File: config.mk
export PLATFORM = sky130hd
export DESIGN_NAME = irq_route_regwin
export DESIGN_NICKNAME = d
export VERILOG_FILES = /design/src/rtl/irw_pkg.sv /design/src/rtl/irw_decode.sv /design/src/rtl/irw_entry.sv /design/src/rtl/irw_rdmux.sv /design/src/rtl/irq_route_regwin.sv
export SDC_FILE = /design/constraint.sdc
export NUM_CORES = 2
export LEC_CHECK = 0
export ABC_AREA = 1
export BUFFER_PORTS_ARGS = -buffer_cell sky130_fd_sc_hd__buf_2
export CAP_MARGIN = 10
export CELL_PAD_IN_SITES_DETAIL_PLACEMENT = 1
export CELL_PAD_IN_SITES_GLOBAL_PLACEMENT = 1
export CORE_MARGIN = 2
export CORE_UTILIZATION = 45
export CTS_CLUSTER_SIZE = 10
export DETAILED_ROUTE_END_ITERATION = 12
export PLACE_DENSITY = 0.89
export SKIP_CTS_REPAIR_TIMING = 1
export SYNTH_ARGS = -nofsm -noshare
export SYNTH_HDL_FRONTEND = slang
export SYNTH_HIERARCHICAL = 1
export SYNTH_SLANG_ARGS = --single-unit
File: constraint.sdc
create_clock -name clk -period 7.5 [get_ports clk]
set_input_delay 0.375 -clock clk [delete_from_list [all_inputs] [get_ports clk]]
set_output_delay 0.375 -clock clk [all_outputs]
set_load 0.02 [all_outputs]
File: src/rtl/irw_pkg.sv
package irw_pkg;

    // Field layout of one routing entry, bit 0 at the bottom.
    typedef struct packed {
        logic [7:0]  dest;
        logic [38:0] rsvd;
        logic        mask;
        logic        level;
        logic        rirr;
        logic        polarity;
        logic        dstat;
        logic        dst_logical;
        logic [2:0]  dlv_mode;
        logic [7:0]  vector;
    } rte_t;

    typedef enum logic [2:0] {
        W_ID, W_VER, W_ARB, W_ENT, W_OOR, W_NONE
    } win_kind_e;

    localparam logic [7:0] SEL_ID       = 8'h00;
    localparam logic [7:0] SEL_VER      = 8'h01;
    localparam logic [7:0] SEL_ARB      = 8'h02;
    localparam logic [7:0] SEL_RTE_BASE = 8'h10;

    localparam int unsigned BIT_DSTAT = 12;
    localparam int unsigned BIT_RIRR  = 14;
    localparam int unsigned BIT_LEVEL = 15;
    localparam int unsigned BIT_MASK  = 16;

    function automatic logic [7:0] rte_offset(input logic [7:0] sel);
        logic [7:0] diff;
        diff = sel - SEL_RTE_BASE;
        return diff >> 1;
    endfunction

    function automatic win_kind_e classify(input logic [7:0] sel,
                                           input int unsigned npins);
        if (sel == SEL_ID)              return W_ID;
        else if (sel == SEL_VER)        return W_VER;
        else if (sel == SEL_ARB)        return W_ARB;
        else if (sel < SEL_RTE_BASE)    return W_NONE;
        else if (32'(rte_offset(sel)) >= npins) return W_OOR;
        else                            return W_ENT;
    endfunction

endpackage

File: src/rtl/irw_decode.sv
module irw_decode
    import irw_pkg::*;
#(
    parameter int NPINS = 24,
    localparam int PW = $clog2(NPINS)
) (
    input  logic [7:0]    sel,
    output win_kind_e     kind,
    output logic [PW-1:0] idx,
    output logic          hi
);
    logic [7:0] off;

    always_comb begin
        off  = rte_offset(sel);
        kind = classify(sel, NPINS);
        idx  = off[PW-1:0];
        hi   = sel[0];
    end
endmodule

File: src/rtl/irw_entry.sv
module irw_entry
    import irw_pkg::*;
(
    input  logic        clk,
    input  logic        rst,
    input  logic        wr_lo,
    input  logic        wr_hi,
    input  logic [31:0] wdata,
    input  logic        rirr_set,
    input  logic        rirr_clr,
    input  logic        dstat_set,
    input  logic        dstat_clr,
    output rte_t        ent
);
    rte_t ent_q;
    rte_t ent_d;
    logic rirr_hw;
    logic dstat_hw;

    always_comb begin
        rirr_hw  = (ent_q.rirr  | rirr_set)  & ~rirr_clr;
        dstat_hw = (ent_q.dstat | dstat_set) & ~dstat_clr;
        ent_d = ent_q;
        if (wr_lo) ent_d[31:0]  = wdata;
        if (wr_hi) ent_d[63:32] = wdata;
        // status bits belong to the delivery side
        ent_d.rirr  = rirr_hw;
        ent_d.dstat = dstat_hw;
        if ((wr_lo || wr_hi) && !ent_d.level)
            ent_d.rirr = 1'b0;
    end

    always_ff @(posedge clk) begin
        if (rst) begin
            ent_q      <= '0;
            ent_q.mask <= 1'b1;
        end else begin
            ent_q <= ent_d;
        end
    end

    assign ent = ent_q;

    p_keep_rirr_r6: assert property (@(posedge clk) disable iff (rst)
        ((wr_lo || wr_hi) && !rirr_set && !rirr_clr)
        |=> (ent_q.level ? (ent_q.rirr == $past(ent_q.rirr)) : !ent_q.rirr));

    p_keep_dstat_r6: assert property (@(posedge clk) disable iff (rst)
        ((wr_lo || wr_hi) && !dstat_set && !dstat_clr) |=> $stable(ent_q.dstat));

    p_edge_clr_r7: assert property (@(posedge clk) disable iff (rst)
        (wr_lo || wr_hi) |=> (ent_q.level || !ent_q.rirr));

    p_reset_mask_r9: assert property (@(posedge clk)
        $past(rst) |-> ent_q.mask);
endmodule

File: src/rtl/irw_rdmux.sv
module irw_rdmux
    import irw_pkg::*;
#(
    parameter int         NPINS  = 24,
    parameter logic [7:0] VER_ID = 8'h11
) (
    input  logic        win,
    input  logic [7:0]  sel,
    input  win_kind_e   kind,
    input  logic        hi,
    input  logic [3:0]  id,
    input  rte_t        cur,
    output logic [31:0] rdata
);
    localparam logic [7:0] MAX_PIN = 8'(NPINS - 1);

    logic [63:0] cur_bits;
    assign cur_bits = cur;

    always_comb begin
        if (!win) begin
            rdata = {24'h0, sel};
        end else begin
            unique case (kind)
                W_VER:        rdata = {8'h00, MAX_PIN, 8'h00, VER_ID};
                W_ID, W_ARB:  rdata = {4'h0, id, 24'h0};
                W_ENT:        rdata = hi ? cur_bits[63:32] : cur_bits[31:0];
                W_OOR:        rdata = '1;
                default:      rdata = '0;
            endcase
        end
    end
endmodule

File: src/rtl/irq_route_regwin.sv
module irq_route_regwin
    import irw_pkg::*;
#(
    parameter int         NPINS  = 24,
    parameter logic [7:0] VER_ID = 8'h11,
    localparam int PW = $clog2(NPINS)
) (
    input  logic               clk,
    input  logic               rst,
    input  logic               reg_wr,
    input  logic               reg_addr,
    input  logic [31:0]        reg_wdata,
    output logic [31:0]        reg_rdata,
    input  logic [NPINS-1:0]   pin_req,
    input  logic [NPINS-1:0]   rirr_set,
    input  logic [NPINS-1:0]   rirr_clr,
    input  logic [NPINS-1:0]   dstat_set,
    input  logic [NPINS-1:0]   dstat_clr,
    output logic [NPINS*8-1:0] ent_vector,
    output logic [NPINS*3-1:0] ent_dlv_mode,
    output logic [NPINS-1:0]   ent_dst_logical,
    output logic [NPINS-1:0]   ent_dstat,
    output logic [NPINS-1:0]   ent_polarity,
    output logic [NPINS-1:0]   ent_rirr,
    output logic [NPINS-1:0]   ent_level,
    output logic [NPINS-1:0]   ent_mask,
    output logic [NPINS*8-1:0] ent_dest,
    output logic               svc_req,
    output logic [PW-1:0]      svc_pin,
    output logic               mask_chg,
    output logic [PW-1:0]      mask_chg_pin,
    output logic               mask_chg_val
);
    logic [7:0]    sel_q;
    logic [3:0]    id_q;
    win_kind_e     kind;
    logic [PW-1:0] idx;
    logic          hi;
    rte_t          ents [NPINS];
    rte_t          cur;
    logic          cur_req;
    logic          win_wr;
    logic          ent_wr;
    logic          new_level;

    assign win_wr = reg_wr && reg_addr;
    assign ent_wr = win_wr && (kind == W_ENT);

    irw_decode #(.NPINS(NPINS)) u_dec (
        .sel  (sel_q),
        .kind (kind),
        .idx  (idx),
        .hi   (hi)
    );

    for (genvar i = 0; i < NPINS; i++) begin : g_ent
        logic hit;
        assign hit = ent_wr && (idx == PW'(i));

        irw_entry u_ent (
            .clk       (clk),
            .rst       (rst),
            .wr_lo     (hit && !hi),
            .wr_hi     (hit && hi),
            .wdata     (reg_wdata),
            .rirr_set  (rirr_set[i]),
            .rirr_clr  (rirr_clr[i]),
            .dstat_set (dstat_set[i]),
            .dstat_clr (dstat_clr[i]),
            .ent       (ents[i])
        );

        assign ent_vector[i*8 +: 8]   = ents[i].vector;
        assign ent_dlv_mode[i*3 +: 3] = ents[i].dlv_mode;
        assign ent_dst_logical[i]     = ents[i].dst_logical;
        assign ent_dstat[i]           = ents[i].dstat;
        assign ent_polarity[i]        = ents[i].polarity;
        assign ent_rirr[i]            = ents[i].rirr;
        assign ent_level[i]           = ents[i].level;
        assign ent_mask[i]            = ents[i].mask;
        assign ent_dest[i*8 +: 8]     = ents[i].dest;
    end

    // entry and request line picked by the current select
    always_comb begin
        cur     = '0;
        cur_req = 1'b0;
        for (int i = 0; i < NPINS; i++) begin
            if (idx == PW'(i)) begin
                cur     = ents[i];
                cur_req = pin_req[i];
            end
        end
        new_level = hi ? cur.level : reg_wdata[BIT_LEVEL];
    end

    irw_rdmux #(.NPINS(NPINS), .VER_ID(VER_ID)) u_rd (
        .win   (reg_addr),
        .sel   (sel_q),
        .kind  (kind),
        .hi    (hi),
        .id    (id_q),
        .cur   (cur),
        .rdata (reg_rdata)
    );

    always_ff @(posedge clk) begin
        if (rst) begin
            sel_q        <= '0;
            id_q         <= '0;
            svc_req      <= 1'b0;
            svc_pin      <= '0;
            mask_chg     <= 1'b0;
            mask_chg_pin <= '0;
            mask_chg_val <= 1'b0;
        end else begin
            if (reg_wr && !reg_addr)
                sel_q <= reg_wdata[7:0];
            if (win_wr && kind == W_ID)
                id_q <= reg_wdata[27:24];
            svc_req      <= ent_wr && new_level && cur_req;
            svc_pin      <= idx;
            mask_chg     <= ent_wr && !hi && (reg_wdata[BIT_MASK] != cur.mask);
            mask_chg_pin <= idx;
            mask_chg_val <= reg_wdata[BIT_MASK];
        end
    end

    p_svc_after_write_r8: assert property (@(posedge clk) disable iff (rst)
        svc_req |-> $past(reg_wr && reg_addr));

    p_svc_level_r8: assert property (@(posedge clk) disable iff (rst)
        svc_req |-> ent_level[svc_pin]);

    p_mask_pulse_r10: assert property (@(posedge clk) disable iff (rst)
        mask_chg |-> (ent_mask[mask_chg_pin] == mask_chg_val));

    p_sel_byte_r1: assert property (@(posedge clk) disable iff (rst)
        (reg_wr && !reg_addr) |=> (sel_q == $past(reg_wdata[7:0])));
endmodule

# Yosys cells after proc, flatten, opt, wreduce, memory -nomap -nowiden
# Index checks and enable logic that the tools add are counted.
# totals
reg_bits,1556
input_bits,156
out_inout_bits,645
word_cells,710
# op_classes
addsub,1
n_lt_le_gt_ge,2
eq_ne,30
n_mux,81
bitwise_logic,144
n_reduce_logical,182
# op_table
operator,n
$mux W64,24
$mux W16,24
$pmux W32 S4,1
$logic_and A1 B1 Y1,104
$mux W32,2
$reduce_or A2 Y1,25
$and A1 B1 Y1,48
$not A1 Y1,48
$or A1 B1 Y1,48
$eq A5 B4 Y1 const B,8
$eq A5 B5 Y1 const B,8
$logic_not A1 Y1,26
$mux W1,25
$logic_or A1 B1 Y1,24
$eq A5 B3 Y1 const B,4
$mux W3,5
$eq A5 B2 Y1 const B,2
$eq A8 B1 Y1 const B,1
$eq A8 B2 Y1 const B,1
$logic_not A8 Y1,1
$lt A8 B5 Y1 const B,1
$sub A8 B5 Y8 const B,1
$ge A7 B5 Y1 const B,1
$eq A3 B2 Y1 const B,2
6 further kinds,6

# Logic depth before layout (Yosys ltp)
# logic_depth
depth_word,29
depth_mapped,28
ltp_nobuf,26

# By module
# Netlist, hierarchy kept.
# modules_own_cells
module,instances,cells_each,area_per_inst_um2
irw_entry,24,278,2199.6
irq_route_regwin,1,2929,12768.5
irw_rdmux,1,207,930.9
irw_decode,1,39,216.5

# Worst setup path before layout
# OpenSTA, ideal clock, no wires.
# synth_path
path_type,register to output
start,reg sel_q[4]
end,out reg_rdata[17]
arrival_time_ps,2944
required_time_ps,7125
setup_slack_ps,4181
stages_incl_launch_ff,24
path_buffers,1
cell_sequence,dfxtp_1 > inv_1 > ha_1 > inv_1 > inv_2 > nand3_1 > nor2_2 > clkbuf_1 > nand2_1 > nand3_1 > o22ai_1 > nand4_1 > nor2_1 > nand3_1 > o21ai_1 > nand4_1 > o21ai_1 > nand3_1 > nand2_1 > nand4_1 > inv_1 > o21ai_0 > nand2_1 > a21oi_1
# synth_lines
element,line,rtl
"start, declared",irq_route_regwin.sv:34,logic [7:0] sel_q;
"start signal, assigned",irq_route_regwin.sv:118,sel_q <= reg_wdata[7:0];
"end, declared",irq_route_regwin.sv:13,"output logic [31:0] reg_rdata,"

==> PnR_summary.wiki <==
{| class="wikitable"
! Metric !! Value
|-
| Final wirelength || 358000 um
|-
| Fin. Hold Viols || 1
|-
| Die area || 151000 um^2
|-
| Transition time of the tightest slew-check pin || 1.37 ns
|-
| Fraction of layout instances using a drive strength above 1 || 12.9%
|-
| Sequential Power Share || 47.8%
|-
| Final-report setup violation count || 5
|-
| Die Span X || 389 um
|-
| Type of element capturing the critical path || output pin
|-
| Tot Pwr || 17.4 mW
|-
| H-tree depth || 4
|-
| Logic pwr share || 6.0%
|-
| Setup TNS || -0.780 ns
|-
| Data arrival at the endpoint of the critical path || 7.45 ns
|-
| Post-synthesis instance total || 9847
|-
| Most used cells in the layout excluding fill and tap cells || nor2_1 (3353), dfxtp_1 (1555), o21ai_0 (1447)
|-
| # IOs || 801
|-
| Overall routing resource usage || 44.5%
|-
| Worst rel slew slack || 8.93%
|-
| Cells traversed along the worst timing path || inv_1, ha_1, inv_1, nor2_1, nand2_4, buf_4, inv_1, nand2_1, nand4_1, a21oi_1, nand4_1, nor2_1, nand4_1, nor2_2, nand4_1, nor2_1, nand3_1, nand2_1, nand2_1, nand2_1, o21ai_0, nand2_1, a21oi_1, buf_2
|-
| Crit Path Category || flip-flop to output pin
|-
| Net Switching || 4.48 mW
|-
| Clk root buf || clkbuf_16
|-
| Routability cong. || 0.963
|-
| Part of the total power dissipated in the clock network || 46.3%
|-
| CP max stage delay || 0.53 ns
|-
| Number of buffers added by the clock tree synthesis step || 178
|-
| Area Growth Syn to Fin || 16.5%
|-
| Final Instance Count excl. Fillers || 12500
|-
| Max IR drop VDD || 222 uV
|-
| Violations in the final reports || negative hold slack, negative setup slack
|-
| Count of distinct cell types in the synthesized netlist || 32
|-
| Number of antenna violations at the first check in global routing || 21
|-
| CTS tree || yes
|-
| Part of the cycle the worst path needs || 104%
|-
| Detailed-placement wirelength estimate || 231000 um
|-
| Count of pins over their slew limit || 0
|-
| Cell Rows || 141
|-
| Clock skew after layout || 0.0583 ns
|-
| Crit-path most repeated cell || nand2_1
|-
| Average cell area after synthesis || 6.77 um^2
|-
| Run status || finished with violations
|-
| Wire length of the first global-routing pass || 505000 um
|-
| Remaining Overflow, GRT || 0
|-
| Largest net degree at the start of global routing || 67
|-
| Switching part of the total power || 25.8%
|-
| Clock net sink count || 1556
|-
| Leakage power total || 36.6 nW
|-
| Worst hold path type || input port to flip-flop
|-
| Area of the mapped netlist || 66700 um^2
|-
| Warnings, synthesis || 6
|-
| Clock Tree Buf Depth || 3
|-
| Routed length per placed instance || 28.8 um
|-
| Min Clock Period, post-route || 7.82 ns
|-
| Internal power || 12.9 mW
|-
| # port buffers || 800
|-
| Slack of the critical path || -0.320 ns
|-
| Power density of the placed cells || 224 nW/um^2
|-
| Worst-path clk slew || 0.06 ns
|-
| Number of iterations in the first detailed-routing pass || 8
|-
| Max Fanout on Critical Path || 55
|-
| Portion of the post-synthesis area used by sequential elements || 46.7%
|-
| Placed Cells incl. Taps || 12100
|-
| Cell at the slowest stage of the critical path || nand2_4
|-
| Residual DRC count || 0
|-
| Initial drt markers || 10000
|-
| Fmax achieved || 128 MHz
|-
| Required time reported for the critical path endpoint || 7.12 ns
|-
| Maximum capacitance violations || 0
|-
| Via count || 78200
|-
| Via/cell ratio || 6.28
|-
| Leading cell type in the layout, fill and taps excluded || nor2_1
|-
| Category of the worst setup path launch point || flip-flop
|-
| Vias in the first global route || 76500
|-
| Synthesized netlist net count || 10000
|-
| Clock insertion delay at the later pin of the skew report || 0.85 ns
|-
| Initial cell density of the core || 45.2%
|-
| Core outline area || 147000 um^2
|-
| Pre-CTS worst setup slack || 0.568 ns
|-
| Layout Nets || 10600
|-
| Chip height || 389 um
|-
| Total of flip-flops plus latches after synthesis || 1556
|-
| Final ANT Viol Nets || 0
|-
| Worst hold-check slack || -0.0330 ns
|}
routing by layer:
metal	GRT usage, %	wire length [um]	vias to the layer above
met4	34.7	32900	26
met1	54.2	128000	37800
met3	11.9	46300	1727
met5	0	164	-
met2	66.8	151000	6019
li1	-	-	32600
worst max-delay path, delay by kind of cell (launching register included):
family | cells | cell delay (ns)
buffers and inverters | 5 | 1.23
flip-flops | 1 | 0.33
AND/OR/NAND/NOR | 15 | 3.98
AO/OA/AOI/OAI | 3 | 0.68
adder cells (fa/ha/maj) | 1 | 0.29
final timing paths:
check | start | end | slack [ns] | cells past startpoint
worst max-delay path | sel_q[4] | reg_rdata[28] | -0.32 | 24
worst min-delay path | rirr_set[11] | g_ent[11].u_ent/ent[14] | -0.03 | 5
worst max register to register | sel_q[4] | g_ent[18].u_ent/ent[52] | 1.53 | 14
worst min register to register | g_ent[11].u_ent/ent[48] | g_ent[11].u_ent/ent[48] | 0.49 | 2
Yosys cell counts:
library cell | number | area [um^2]
a21oi_1 | 208 | 1040
and2_1 | 24 | 150
buf_1 | 16 | 60.1
buf_2 | 323 | 1620
buf_4 | 35 | 263
buf_6 | 30 | 338
clkbuf_1 | 162 | 608
clkbuf_2 | 74 | 370
clkbuf_8 | 1 | 13.8
clkinv_1 | 1 | 3.75
dfxtp_1 | 1556 | 31100
ha_1 | 2 | 25.0
inv_1 | 352 | 1320
inv_2 | 31 | 116
inv_4 | 1 | 6.26
nand2_1 | 1422 | 5340
nand2_2 | 7 | 43.8
nand3_1 | 286 | 1430
nand3_2 | 1 | 10.0
nand3b_1 | 1 | 7.51
nand4_1 | 203 | 1270
nor2_1 | 3405 | 12800
nor2_2 | 6 | 37.5
nor2_4 | 3 | 33.8
nor3_1 | 27 | 135
nor3_4 | 1 | 16.3
nor4_1 | 2 | 12.5
o21ai_0 | 1448 | 7250
o21ai_1 | 88 | 440
o22ai_1 | 63 | 394
or2_0 | 1 | 6.26
or2_2 | 67 | 419
cells by family (layout without fill, tap and decap cells):
group                      after synthesis  after routing  synth area share, %
and+or+nand+nor                       5456           5457                 32.5
AOI/OAI and AO/OA                     1807           1807                 13.7
DFF                                   1556           1556                 46.7
buffers and inverters                 1026           1690                 7.07
adders and majority gates                2              2               0.0375
other                                    0             10                    0
sequential cells by signal (all words and copies together) (netlist names):
register and count:
g_ent.u_ent/ent 1536, sel_q 8, mask_chg_pin 5, id_q 4
mask_chg 1, mask_chg_val 1, svc_req 1
layout make-up:
class                           count  area [um^2]
Antenna cell                       10         25.0
Clock buffer                      213         4700
Clock inverter                     17          300
Fill cell                       19400        69700
Inverter                          385         1450
Multi-Input combinational cell   7266        31100
Sequential cell                  1556        31200
Tap cell                         1930         2410
Timing Repair Buffer             1075         6610
power by group through the flow:
| stage | registers (mW) | clock network, mW | logic [mW] |
|---|---|---|---|
| 6_report | 8.32 | 8.05 | 1.04 |
| 5_1_grt | 8.31 | 8.36 | 1.03 |
| 4_1_cts | 8.31 | 8.02 | 0.930 |
| 3_5_place_dp | 8.49 | 0 | 0.924 |
| 3_3_place_gp | 8.49 | 0 | 0.915 |
| 2_1_floorplan | 8.50 | 0 | 0.352 |
stage by stage:
step / hold WS (ns) / util (%) / area, um^2
global placement: 0.464 / 48.4 / 71400
finish: -0.0330 / 52.7 / 77700
global route: 0.0118 / 52.7 / 77700
floorplan: 0.446 / - / 66700
CTS: -0.354 / 51.8 / 76400
detailed placement: 0.477 / 48.4 / 71400
Note: power is estimated with default switching activity, not from simulation.
